`config.mk`:
```
export PLATFORM = sky130hd
export DESIGN_NAME = i2c_prim_engine
export DESIGN_NICKNAME = d
export VERILOG_FILES = /design/src/rtl/i2c_prim_pkg.sv /design/src/rtl/i2c_quarter_timer.sv /design/src/rtl/i2c_prim_seq.sv /design/src/rtl/i2c_prim_engine.sv
export SDC_FILE = /design/constraint.sdc
export NUM_CORES = 1
export LEC_CHECK = 0
export BUFFER_PORTS_ARGS = -buffer_cell sky130_fd_sc_hd__buf_2
export CAP_MARGIN = 20
export CORE_MARGIN = 2
export CORE_UTILIZATION = 50
export CTS_CLUSTER_SIZE = 24
export DETAILED_ROUTE_END_ITERATION = 6
export PLACE_DENSITY = 0.69
export SLEW_MARGIN = 20
export SYNTH_ARGS = -nofsm -noshare
export SYNTH_HDL_FRONTEND = slang
export SYNTH_SLANG_ARGS = --single-unit
```
`constraint.sdc`:
```
create_clock -name clk -period 4.29 [get_ports clk]
set_input_delay 0.2145 -clock clk [delete_from_list [all_inputs] [get_ports clk]]
set_output_delay 0.2145 -clock clk [all_outputs]
set_load 0.01 [all_outputs]
```
`src/rtl/i2c_prim_pkg.sv`:
```
package i2c_prim_pkg;

    localparam int REG_AW = 4;

    localparam logic [REG_AW-1:0] OFF_CTRL  = 4'd0;
    localparam logic [REG_AW-1:0] OFF_DIV   = 4'd1;
    localparam logic [REG_AW-1:0] OFF_CMD   = 4'd2;
    localparam logic [REG_AW-1:0] OFF_DATA  = 4'd3;
    localparam logic [REG_AW-1:0] OFF_FLAG  = 4'd8;
    localparam logic [REG_AW-1:0] OFF_IEN   = 4'd10;

    localparam logic [3:0] LAST_BYTE_SLOT = 4'd8;

    typedef enum logic [3:0] {
        CMD_NONE    = 4'd0,
        CMD_START   = 4'd1,
        CMD_RESTART = 4'd2,
        CMD_SEND    = 4'd3,
        CMD_RD_ACK  = 4'd6,
        CMD_RD_NACK = 4'd7,
        CMD_STOP    = 4'd10
    } cmd_e;

    typedef enum logic [1:0] {
        ST_OK    = 2'd0,
        ST_ACK   = 2'd1,
        ST_NACK  = 2'd2,
        ST_ABORT = 2'd3
    } status_e;

    // per-quarter line drive: 1 = pull low; sda_keep holds SDA as it was
    typedef struct packed {
        logic scl_low;
        logic sda_low;
        logic sda_keep;
    } drv_t;

    function automatic logic cmd_known(input logic [3:0] c);
        case (c)
            4'd1, 4'd2, 4'd3, 4'd6, 4'd7, 4'd10: return 1'b1;
            default:                              return 1'b0;
        endcase
    endfunction

    function automatic logic cmd_is_byte(input cmd_e c);
        return (c == CMD_SEND) || (c == CMD_RD_ACK) || (c == CMD_RD_NACK);
    endfunction

    function automatic drv_t quarter_drive(input cmd_e c, input logic [3:0] slot,
                                           input logic [1:0] q, input logic bit_out);
        drv_t d;
        d = '0;
        case (c)
            CMD_START: begin
                d.scl_low = (q == 2'd3);
                d.sda_low = (q >= 2'd2);
            end
            CMD_RESTART: begin
                d.scl_low = (q == 2'd0) || (q == 2'd3);
                d.sda_low = (q >= 2'd2);
            end
            CMD_STOP: begin
                d.scl_low = (q == 2'd0);
                d.sda_low = (q < 2'd2);
            end
            CMD_SEND: begin
                d.scl_low  = (q < 2'd2);
                d.sda_keep = (q == 2'd0);
                d.sda_low  = (slot < LAST_BYTE_SLOT) && !bit_out;
            end
            CMD_RD_ACK, CMD_RD_NACK: begin
                d.scl_low  = (q < 2'd2);
                d.sda_keep = (q == 2'd0);
                d.sda_low  = (slot == LAST_BYTE_SLOT) && (c == CMD_RD_ACK);
            end
            default: d = '0;
        endcase
        return d;
    endfunction

endpackage

```
`src/rtl/i2c_quarter_timer.sv`:
```
module i2c_quarter_timer #(
    parameter int DIV_W          = 8,
    parameter int QUARTER_CYCLES = 16
) (
    input  logic             clk,
    input  logic             rst,
    input  logic             run,
    input  logic             restart,
    input  logic [DIV_W-1:0] div,
    output logic             tick
);
    localparam int CNT_W = DIV_W + $clog2(QUARTER_CYCLES) + 1;

    logic [CNT_W-1:0] cnt_q;
    logic [CNT_W-1:0] div_ext;
    logic [CNT_W-1:0] lim;

    assign div_ext = CNT_W'(div);
    assign lim     = (div_ext + CNT_W'(1)) * CNT_W'(QUARTER_CYCLES) - CNT_W'(1);
    assign tick    = run && (cnt_q >= lim);

    always_ff @(posedge clk) begin
        if (rst || !run || restart) begin
            cnt_q <= '0;
        end else if (cnt_q >= lim) begin
            cnt_q <= '0;
        end else begin
            cnt_q <= cnt_q + CNT_W'(1);
        end
    end

    // each quarter boundary restarts the count
    p_tick_wrap_r3: assert property (@(posedge clk) disable iff (rst)
        tick |=> (cnt_q == '0));

endmodule

```
`src/rtl/i2c_prim_seq.sv`:
```
module i2c_prim_seq
    import i2c_prim_pkg::*;
(
    input  logic       clk,
    input  logic       rst,
    input  logic       go,
    input  logic [3:0] code,
    input  logic [7:0] tx_byte,
    input  logic       tick,
    input  logic       sda_in,
    output logic       busy,
    output logic [1:0] status,
    output logic       done,
    output logic [7:0] rx_byte,
    output logic       rx_we,
    output logic       scl_oe,
    output logic       sda_oe
);
    logic       busy_q;
    cmd_e       cmd_q;
    logic [3:0] slot_q;
    logic [1:0] q_q;
    logic [7:0] shift_q;
    status_e    status_q;
    logic       done_q;
    logic [7:0] rx_q;
    logic       rx_we_q;
    logic       scl_oe_q;
    logic       sda_oe_q;

    logic       is_byte;
    logic       is_send;
    logic       sample;
    logic       abort_hit;
    logic       slot_end;
    logic       finish;
    logic [3:0] last_slot;
    logic [3:0] slot_nx;
    logic [1:0] q_nx;
    logic [7:0] shift_nx;
    drv_t       drv_nx;
    drv_t       drv_go;

    always_comb begin
        is_byte   = cmd_is_byte(cmd_q);
        is_send   = (cmd_q == CMD_SEND);
        sample    = busy_q && tick && (q_q == 2'd2) && is_byte;
        abort_hit = sample && is_send && (slot_q < LAST_BYTE_SLOT) && shift_q[7] && !sda_in;
        slot_end  = busy_q && tick && (q_q == 2'd3);
        last_slot = is_byte ? LAST_BYTE_SLOT : 4'd0;
        finish    = slot_end && (slot_q == last_slot);
        slot_nx   = slot_end ? slot_q + 4'd1 : slot_q;
        q_nx      = q_q + 2'd1;
        shift_nx  = shift_q;
        if (sample && !is_send && (slot_q < LAST_BYTE_SLOT))
            shift_nx = {shift_q[6:0], sda_in};
        if (slot_end && is_send && (slot_q < LAST_BYTE_SLOT))
            shift_nx = {shift_q[6:0], 1'b0};
        drv_nx = quarter_drive(cmd_q, slot_nx, q_nx, shift_nx[7]);
        drv_go = quarter_drive(cmd_e'(code), 4'd0, 2'd0, tx_byte[7]);
    end

    always_ff @(posedge clk) begin
        if (rst) begin
            busy_q   <= 1'b0;
            cmd_q    <= CMD_NONE;
            slot_q   <= '0;
            q_q      <= '0;
            shift_q  <= '0;
            status_q <= ST_OK;
            done_q   <= 1'b0;
            rx_q     <= '0;
            rx_we_q  <= 1'b0;
            scl_oe_q <= 1'b0;
            sda_oe_q <= 1'b0;
        end else begin
            done_q  <= 1'b0;
            rx_we_q <= 1'b0;
            if (!busy_q && go) begin
                status_q <= ST_OK;
                if (cmd_known(code)) begin
                    busy_q   <= 1'b1;
                    cmd_q    <= cmd_e'(code);
                    slot_q   <= '0;
                    q_q      <= '0;
                    shift_q  <= tx_byte;
                    scl_oe_q <= drv_go.scl_low;
                    if (!drv_go.sda_keep) sda_oe_q <= drv_go.sda_low;
                end else begin
                    done_q <= 1'b1;
                end
            end else if (busy_q && tick) begin
                if (abort_hit) begin
                    busy_q   <= 1'b0;
                    done_q   <= 1'b1;
                    status_q <= ST_ABORT;
                    scl_oe_q <= 1'b0;
                    sda_oe_q <= 1'b0;
                end else if (finish) begin
                    busy_q <= 1'b0;
                    done_q <= 1'b1;
                    if (is_byte && !is_send) begin
                        rx_q    <= shift_q;
                        rx_we_q <= 1'b1;
                    end
                    if (cmd_q == CMD_STOP) begin
                        scl_oe_q <= 1'b0;
                        sda_oe_q <= 1'b0;
                    end else begin
                        scl_oe_q <= 1'b1;
                    end
                end else begin
                    slot_q   <= slot_nx;
                    q_q      <= q_nx;
                    shift_q  <= shift_nx;
                    scl_oe_q <= drv_nx.scl_low;
                    if (!drv_nx.sda_keep) sda_oe_q <= drv_nx.sda_low;
                    if (sample && is_send && (slot_q == LAST_BYTE_SLOT))
                        status_q <= sda_in ? ST_NACK : ST_ACK;
                end
            end
        end
    end

    assign busy    = busy_q;
    assign status  = status_q;
    assign done    = done_q;
    assign rx_byte = rx_q;
    assign rx_we   = rx_we_q;
    assign scl_oe  = scl_oe_q;
    assign sda_oe  = sda_oe_q;

    // inside a byte command SDA only moves after a cycle of SCL held low
    p_sda_scl_low_r4: assert property (@(posedge clk) disable iff (rst)
        (busy_q && $past(busy_q) && is_byte && (sda_oe_q != $past(sda_oe_q)))
        |-> $past(scl_oe_q));

    // quarters advance only on a timer tick
    p_quarter_tick_r3: assert property (@(posedge clk) disable iff (rst)
        (busy_q && $past(busy_q) && (q_q != $past(q_q))) |-> $past(tick));

    // an aborted command leaves both lines released
    p_abort_release_r7: assert property (@(posedge clk) disable iff (rst)
        (!busy_q && (status_q == ST_ABORT)) |-> (!scl_oe_q && !sda_oe_q));

endmodule

```
`src/rtl/i2c_prim_engine.sv`:
```
module i2c_prim_engine
    import i2c_prim_pkg::*;
#(
    parameter int DIV_W          = 8,
    parameter int QUARTER_CYCLES = 16
) (
    input  logic              clk,
    input  logic              rst,
    input  logic [REG_AW-1:0] reg_addr,
    input  logic              reg_wr,
    input  logic [7:0]        reg_wdata,
    output logic [7:0]        reg_rdata,
    output logic              irq,
    input  logic              sda_in,
    output logic              scl_oe,
    output logic              sda_oe
);
    logic             lrst_q;
    logic [DIV_W-1:0] div_q;
    logic [3:0]       code_q;
    logic [7:0]       data_q;
    logic             flag_q;
    logic             ien_q;

    logic       eng_rst;
    logic       go;
    logic       busy;
    logic [1:0] status;
    logic       done;
    logic [7:0] rx_byte;
    logic       rx_we;
    logic       tick;

    assign eng_rst = rst || lrst_q;
    assign go = reg_wr && (reg_addr == OFF_CMD) && reg_wdata[7] && !busy && !lrst_q;

    always_ff @(posedge clk) begin
        if (rst) begin
            lrst_q <= 1'b0;
            div_q  <= '0;
            code_q <= '0;
            data_q <= '0;
            ien_q  <= 1'b0;
        end else begin
            if (reg_wr && (reg_addr == OFF_CTRL)) lrst_q <= reg_wdata[0];
            if (reg_wr && (reg_addr == OFF_DIV))  div_q  <= reg_wdata[DIV_W-1:0];
            if (reg_wr && (reg_addr == OFF_CMD) && !busy) code_q <= reg_wdata[3:0];
            if (reg_wr && (reg_addr == OFF_IEN))  ien_q  <= reg_wdata[0];
            if (rx_we)
                data_q <= rx_byte;
            else if (reg_wr && (reg_addr == OFF_DATA))
                data_q <= reg_wdata;
        end
    end

    always_ff @(posedge clk) begin
        if (eng_rst)
            flag_q <= 1'b0;
        else if (done)
            flag_q <= 1'b1;
        else if (reg_wr && (reg_addr == OFF_FLAG) && reg_wdata[0])
            flag_q <= 1'b0;
    end

    i2c_quarter_timer #(
        .DIV_W         (DIV_W),
        .QUARTER_CYCLES(QUARTER_CYCLES)
    ) u_timer (
        .clk    (clk),
        .rst    (eng_rst),
        .run    (busy),
        .restart(go),
        .div    (div_q),
        .tick   (tick)
    );

    i2c_prim_seq u_seq (
        .clk    (clk),
        .rst    (eng_rst),
        .go     (go),
        .code   (reg_wdata[3:0]),
        .tx_byte(data_q),
        .tick   (tick),
        .sda_in (sda_in),
        .busy   (busy),
        .status (status),
        .done   (done),
        .rx_byte(rx_byte),
        .rx_we  (rx_we),
        .scl_oe (scl_oe),
        .sda_oe (sda_oe)
    );

    always_comb begin
        case (reg_addr)
            OFF_CTRL: reg_rdata = {7'd0, lrst_q};
            OFF_DIV:  reg_rdata = 8'(div_q);
            OFF_CMD:  reg_rdata = {busy, status, 1'b0, code_q};
            OFF_DATA: reg_rdata = data_q;
            OFF_FLAG: reg_rdata = {7'd0, flag_q};
            OFF_IEN:  reg_rdata = {7'd0, ien_q};
            default:  reg_rdata = 8'd0;
        endcase
    end

    assign irq = flag_q && ien_q;

    // the stored command code cannot change while a command runs
    p_cmd_hold_r2: assert property (@(posedge clk) disable iff (rst)
        (busy && $past(busy)) |-> $stable(code_q));

    // the flag only rises after a completion pulse
    p_flag_done_r8: assert property (@(posedge clk) disable iff (rst)
        $rose(flag_q) |-> $past(done));

    // local reset holds the engine idle with lines released
    p_lrst_idle_r9: assert property (@(posedge clk) disable iff (rst)
        $past(lrst_q) |-> (!busy && !scl_oe && !sda_oe));

endmodule

```
==> out/results.ini, run 1 <==
[grt]
antenna_found_initial=0
grt_start_max_net_pins=32
grt_usage_pct=24.2
grt-ovfl-total=0
grt_pass1_wl_microns=17000
grt_pass1_vias=3435

[synth]
ys_seq_area_share_pct=33.4
synth-edff-count=0
syn_nets=546
ys_ff_latch=69
synth_cells=513
synth_cell_types=66
ys_warn_count=0
async_flop_share_pct=0
netlist_area_sq_mm=0.00414
avgSynthCellArea_sq_um=8.06
synth_top_flop_cell=dfxtp_1

[die]
io_pins=27
die_w_microns=94.9
rows=33
die_y_microns=94.9
start_util_pct=50.8
core_area_sq_mm=0.00813
dieArea_sq_mm=0.00901

[setup_path]
crit_end=u_seq.sda_oe$_SDFFE_PP0P_
critPathLaunch=div_q[0]$_SDFFE_PP0P_
cp_num_cells=15
end_kind=flop
reg2regPathDepth=15
path_max_fanout=9
rrSetupSlack_ns=0.29
worstPathRequired_ns=4.48
critPathLaunchType=flop
path_buf_inv=0
timing.rr.start=div_q[0]$_SDFFE_PP0P_
timing.rr.end=u_seq.sda_oe$_SDFFE_PP0P_
max_stage_delay_ns=0.43
cp_top_family=compound AO/OA/AOI/OAI gates
worstPathCellList=ha_1 > and2_1 > a21oi_1 > o21ai_0 > nand3_1 > mux2_2 > a31oi_1 > ha_1 > and4_4 > and2_4 > a221o_2 > o2111ai_1 > o31ai_1 > o2111ai_1 > a311oi_1
crit_type=reg -> reg
arrival_ns=4.20
cp_slowest_cell=dfxtp_2

[power]
ir_worst_vdd_mv=0.231
p_seq_share_pct=51.4
p_sw_mw=0.308
power_leakage_nw=1.58
powerDensity_mw_per_mm2=279
swShare_pct=24.4
intPower_mw=0.952
combPwrFrac_pct=5.3
clkPwrFrac_pct=43.2

[route]
drt_first_iter_violations=193
routed_wl_microns=10300
wl_per_cell_microns=16.3
ant_nets=0
vias=3701
dr.pass1.iters=5
drc=0
avgViaCountPerCell=5.86

[timing]
fin_crit_ns=4.00
max_freq_ghz=0.250
final.setup.worst_slack_ns=0.288
rsz0062_at_grt=false
max_slew_margin_pct=50.3
hold_viol=0
setup_violations=0
worstMarginPinSlew_ns=0.745
fin_crit_sh_pct=93.3
clock_skew_ns=0.0122
setup_tns_ns=0
slew_violations=0

[clocking]
cts_tree=done
post-cts-setup-buffer-count=0
cts_max_path_buffers=2
holdBufCountCts=0
path_clk_slew_ns=0.08
cts_resized=0
numCtsBuffers=9
htreeDepth=3
cts.sinks=69
clock_latency_ns=0.34
root_buffer=clkbuf_8

[cells_and_area]
stdcell_count=632
area_growth_pct=9.38
regArea_sq_mm=0.00138
multi_input_area_sq_mm=0.00261
antenna_cells=0
nFillCells=752
nets=555
drive_above_1_share_pct=13.5
post-route-util_pct=55.6

[placed_design]
place_congestion=0.882
hpwl_microns=7490
place_ws_ns=0.226
io_buffers=26
place_inst=616

[min_path]
min_path_type=in -> reg

[outcome]
status=complete, no violations

[run]
max_cap_viol_count=0

## power groups by stage
stage | Sequential (mW) | Combinational (mW) | Clock [mW]
floorplan | 0.661 | 0.0448 | 0
global placement | 0.663 | 0.0633 | 0
detailed placement | 0.663 | 0.0643 | 0
CTS | 0.648 | 0.0646 | 0.552
global route | 0.649 | 0.0738 | 0.588
finish | 0.648 | 0.0672 | 0.545
## stage by stage
stage / total power [mW] / hold slack (ns) / instance area [sq um]
after floorplan: 0.705 / 0.284 / 4140
after CTS: 1.26 / 0.133 / 4480
after global routing: 1.31 / 0.129 / 4520
final: 1.26 / 0.146 / 4520
after detailed placement: 0.728 / 0.480 / 4280
after global placement: 0.726 / 0.474 / 4280
## cell usage after synthesis, types with 6 or more instances
cell	count	area [sq um]
nand2_1	44	165
a22o_1	12	105
and2_1	6	37.5
o21ai_0	12	60.1
xor2_1	12	105
nor3_1	15	75.1
nor4_1	6	37.5
a221oi_1	6	52.6
dfxtp_1	69	1380
nand4_1	10	62.6
inv_1	13	48.8
a21oi_1	45	225
xnor2_1	13	114
clkbuf_1	20	75.1
mux2i_1	25	250
nor2b_1	6	37.5
nand3_1	25	125
nor2_1	74	278
ha_1	17	213
## state kept, by name, summed over array words and instances, names as in the netlist, 2 cells and up
name,cells
u_timer.cnt_q,13
u_seq.rx_byte,8
u_seq.shift_q,8
data_q,8
u_seq.slot_q,4
code_q,4
u_seq.status,2
u_seq.cmd_q,4
div_q,8
u_seq.q_q,2
## placed cells by master (no fill, tap or decap), drive strengths merged, types with 8 or more instances in the layout
cell type   n
xnor2      13
a21oi      49
nand3      25
buf        28
clkbuf     11
inv        14
a22o       12
xor2       12
nand4      10
nor3       17
and2        8
nor2       74
nand2      44
mux2i      25
o21ai      15
ha         17
dfxtp      69
## worst register-to-register path, delay by kind of cell, from the launching register on
family / cells / cell delay [ns]
compound gates: 8 / 1.77
fa+ha+maj: 2 / 0.59
flops: 1 / 0.43
mux: 1 / 0.31
simple gates: 4 / 0.76
## how the worst min path moves through the flow
stage	startpoint	slack [ns]	depth (start not counted)	endpoint
5_1_grt	reg_wdata[4]	0.13	3	div_q[4]$_SDFFE_PP0P_
3_3_place_gp	u_timer.cnt_q[0]$_SDFF_PP0_	0.47	1	u_timer.cnt_q[0]$_SDFF_PP0_
6_report	reg_wdata[4]	0.15	3	div_q[4]$_SDFFE_PP0P_
2_1_floorplan	rst	0.28	1	div_q[3]$_SDFFE_PP0P_
4_1_cts	reg_wdata[5]	0.13	3	div_q[5]$_SDFFE_PP0P_
3_5_place_dp	u_timer.cnt_q[0]$_SDFF_PP0_	0.48	1	u_timer.cnt_q[0]$_SDFF_PP0_
## logic make-up (layout without fill, tap and decap cells)
group	after synthesis	in the layout	share of synthesized area, %
adders and majority gates	17	17	5.14
xor gates and xnor gates	25	25	5.30
muxes	27	27	6.60
and+or+nand+nor	214	214	25.3
AOI/OAI and AO/OA	118	118	19.7
DFF	69	69	33.4
buffers and inverters	43	57	4.57
## final cells by class
type	instances	area share (%)
well taps	105	2.90
multi-input cells	401	57.8
repair buffers	28	3.21
clock buffers	11	3.13
clock inverters	5	1.30
inverters	13	1.08
flip-flops and latches	69	30.6
## metal layers
| metal | wire length (microns) | vias up | track usage, % |
|---|---|---|---|
| met5 | 0 | - | 0 |
| met4 | 90 | 0 | 5.92 |
| met3 | 391 | 9 | 4.63 |
| met2 | 4940 | 75 | 39.8 |
| met1 | 4880 | 1753 | 32.6 |
| li1 | - | 1864 | - |
Power figures use the tool's default switching activity.
==> run 2: changes to the inputs <==
==> constraint.sdc (replaced) <==
create_clock -name clk -period 4.6 [get_ports clk]
set_input_delay 0.23 -clock clk [delete_from_list [all_inputs] [get_ports clk]]
set_output_delay 0.23 -clock clk [all_outputs]
set_load 0.01 [all_outputs]
==> run 2 against run 1 <==
Against the previous run:
- non-clock buffer count decreased by 1
- largest power group unchanged
- largest cell class unchanged
- global-route usage increased by 0.52 points
- highest routed layer unchanged
- first-iteration DRC count decreased by 11%
- flip-flop and latch count unchanged
- cell area decreased by 0.41%
==> out/results.ini, run 2 (synthesized netlist as in run 1, its figures left out) <==
[outcome]
status=complete, no violations

[cells_and_area]
nFillCells=767
nets=554
regArea_sq_mm=0.00138
top_register=u_timer.cnt_q
multi_input_area_sq_mm=0.00258
area_growth_pct=8.93
drive_above_1_share_pct=12.8
final_cell_mix=74 x nor2_1, 69 x dfxtp_1, 45 x a21oi_1
largest_reg_flops=13
post-route-util_pct=55.4
antenna_cells=0
layout_commonest_cell=nor2_1

[setup_path]
end_kind=flop
worstPathRequired_ns=4.87
max_stage_delay_ns=0.52
cp_slowest_cell=dfxtp_1
crit_type=reg -> reg
arrival_ns=4.42
timing.rr.end=u_seq.slot_q[1]$_SDFFE_PP0P_
path_max_fanout=11
critPathLaunchType=flop
rrSetupSlack_ns=0.45
reg2regPathDepth=15
timing.rr.start=div_q[1]$_SDFFE_PP0P_
worstPathCellList=ha_1 > and2_1 > a21oi_1 > o21ai_0 > nand3_1 > mux2_2 > a31oi_1 > ha_1 > and4_4 > and2_4 > a221oi_2 > a21oi_2 > a21oi_2 > o21ai_0 > a21oi_1

[grt]
grt-ovfl-total=0
grt_pass1_vias=3586
grt_usage_pct=24.7
grt_start_max_net_pins=32
antenna_found_initial=0
grt_pass1_wl_microns=17200

[run]
max_cap_viol_count=0

[placed_design]
io_buffers=26
place_congestion=0.886
hpwl_microns=7700

[clocking]
clock_latency_ns=0.35
root_buffer=clkbuf_8
cts_max_path_buffers=2
cts.sinks=69
cts_resized=0
path_clk_slew_ns=0.08
cts_tree=done
numCtsBuffers=9
post-cts-setup-buffer-count=0
htreeDepth=3
holdBufCountCts=0

[timing]
worstMarginPinSlew_ns=0.782
max_slew_margin_pct=47.8
fin_crit_ns=4.15
hold_viol=0
max_freq_ghz=0.241
rsz0062_at_grt=false
setup_tns_ns=0
clock_skew_ns=0.0123
setup_violations=0
slew_violations=0
fin_crit_sh_pct=90.2

[route]
drc=0
routed_wl_microns=10500
ant_nets=0
wl_met3_microns=430
dr.max_layer_used=met4
drt_first_iter_violations=172
dr.pass1.iters=5
avgViaCountPerCell=5.89
dr_wl_met2_microns=5020
wl_per_cell_microns=16.7
vias=3710
wl_met1_microns=4820

[min_path]
min_delay_worst_endpoint=div_q[4]$_SDFFE_PP0P_
min_path_type=in -> reg
hold_start=reg_wdata[4]
holdPathStages=3

[die]
io_pins=27
core_area_sq_mm=0.00813
dieArea_sq_mm=0.00901
start_util_pct=50.8
die_w_microns=94.9
die_y_microns=94.9
rows=33

[power]
power_leakage_nw=1.58
powerDensity_mw_per_mm2=272
p_total_mw=1.23
ir_worst_vdd_mv=0.221

[run 2: cell count changes in the layout (fill, tap and decap cells not counted), sizes merged]
| cell | previous run | this run |
|---|---|---|
| clkinv | 1 | 2 |
| bufinv | 1 | 2 |
| clkbuf | 11 | 10 |
| buf | 28 | 27 |
| clkinvlp | 2 | 1 |
| inv | 14 | 13 |
[run 2: critical path: cells and delay by family (launching register included)]
| family | cells | cell delay (ns) |
|---|---|---|
| adder cells (fa/ha/maj) | 2 | 0.62 |
| AND/OR/NAND/NOR | 4 | 0.75 |
| flip-flops | 1 | 0.52 |
| multiplexers | 1 | 0.30 |
| AO/OA/AOI/OAI | 8 | 1.88 |
[run 2: routing by layer]
layer  up-vias  global-route usage (%)
li1       1866                       -
met4         0                    8.82
met2        77                    41.2
met1      1749                    31.8
met5         -                       0
met3        18                    4.71
[run 2: how the worst max path moves through the flow]
stage	slack [ns]	to	start
finish	0.45	u_seq.slot_q[1]$_SDFFE_PP0P_	div_q[1]$_SDFFE_PP0P_
global route	0.08	u_seq.slot_q[2]$_SDFFE_PP0P_	div_q[1]$_SDFFE_PP0P_
detailed placement	0.54	u_seq.sda_oe$_SDFFE_PP0P_	div_q[1]$_SDFFE_PP0P_
CTS	0.48	u_seq.sda_oe$_SDFFE_PP0P_	div_q[1]$_SDFFE_PP0P_
floorplan	1.0	u_seq.sda_oe$_SDFFE_PP0P_	div_q[0]$_SDFFE_PP0P_
global placement	0.64	u_seq.sda_oe$_SDFFE_PP0P_	div_q[1]$_SDFFE_PP0P_
[run 2: cell type report]
| type | count | share of cell area [%] |
|---|---|---|
| multi-input combinational | 401 | 57.3 |
| sequential | 69 | 30.7 |
| timing repair buffer | 27 | 3.06 |
| inverter | 13 | 1.08 |
| clock inverter | 5 | 1.89 |
| clock buffer | 10 | 3.06 |
| tap | 105 | 2.92 |
[run 2: metrics by stage]
| step | area [sq um] | hold WS (ns) | std cells | worst slack (ns) |
|---|---|---|---|---|
| finish | 4500 | 0.158 | 630 | 0.450 |
| global route | 4500 | 0.145 | 630 | 0.0781 |
| CTS | 4490 | 0.142 | 630 | 0.480 |
| detailed placement | 4270 | 0.482 | 615 | 0.540 |
| global placement | 4270 | 0.475 | 615 | 0.640 |
| floorplan | 4140 | 0.299 | 513 | 0.996 |
[run 2: power breakdown]
| group | total, mW | switching, mW | internal, mW |
|---|---|---|---|
| registers | 0.605 | 0.00461 | 0.600 |
| clock network | 0.560 | 0.241 | 0.319 |
| logic | 0.0624 | 0.0410 | 0.0214 |
| total | 1.23 | 0.287 | 0.940 |
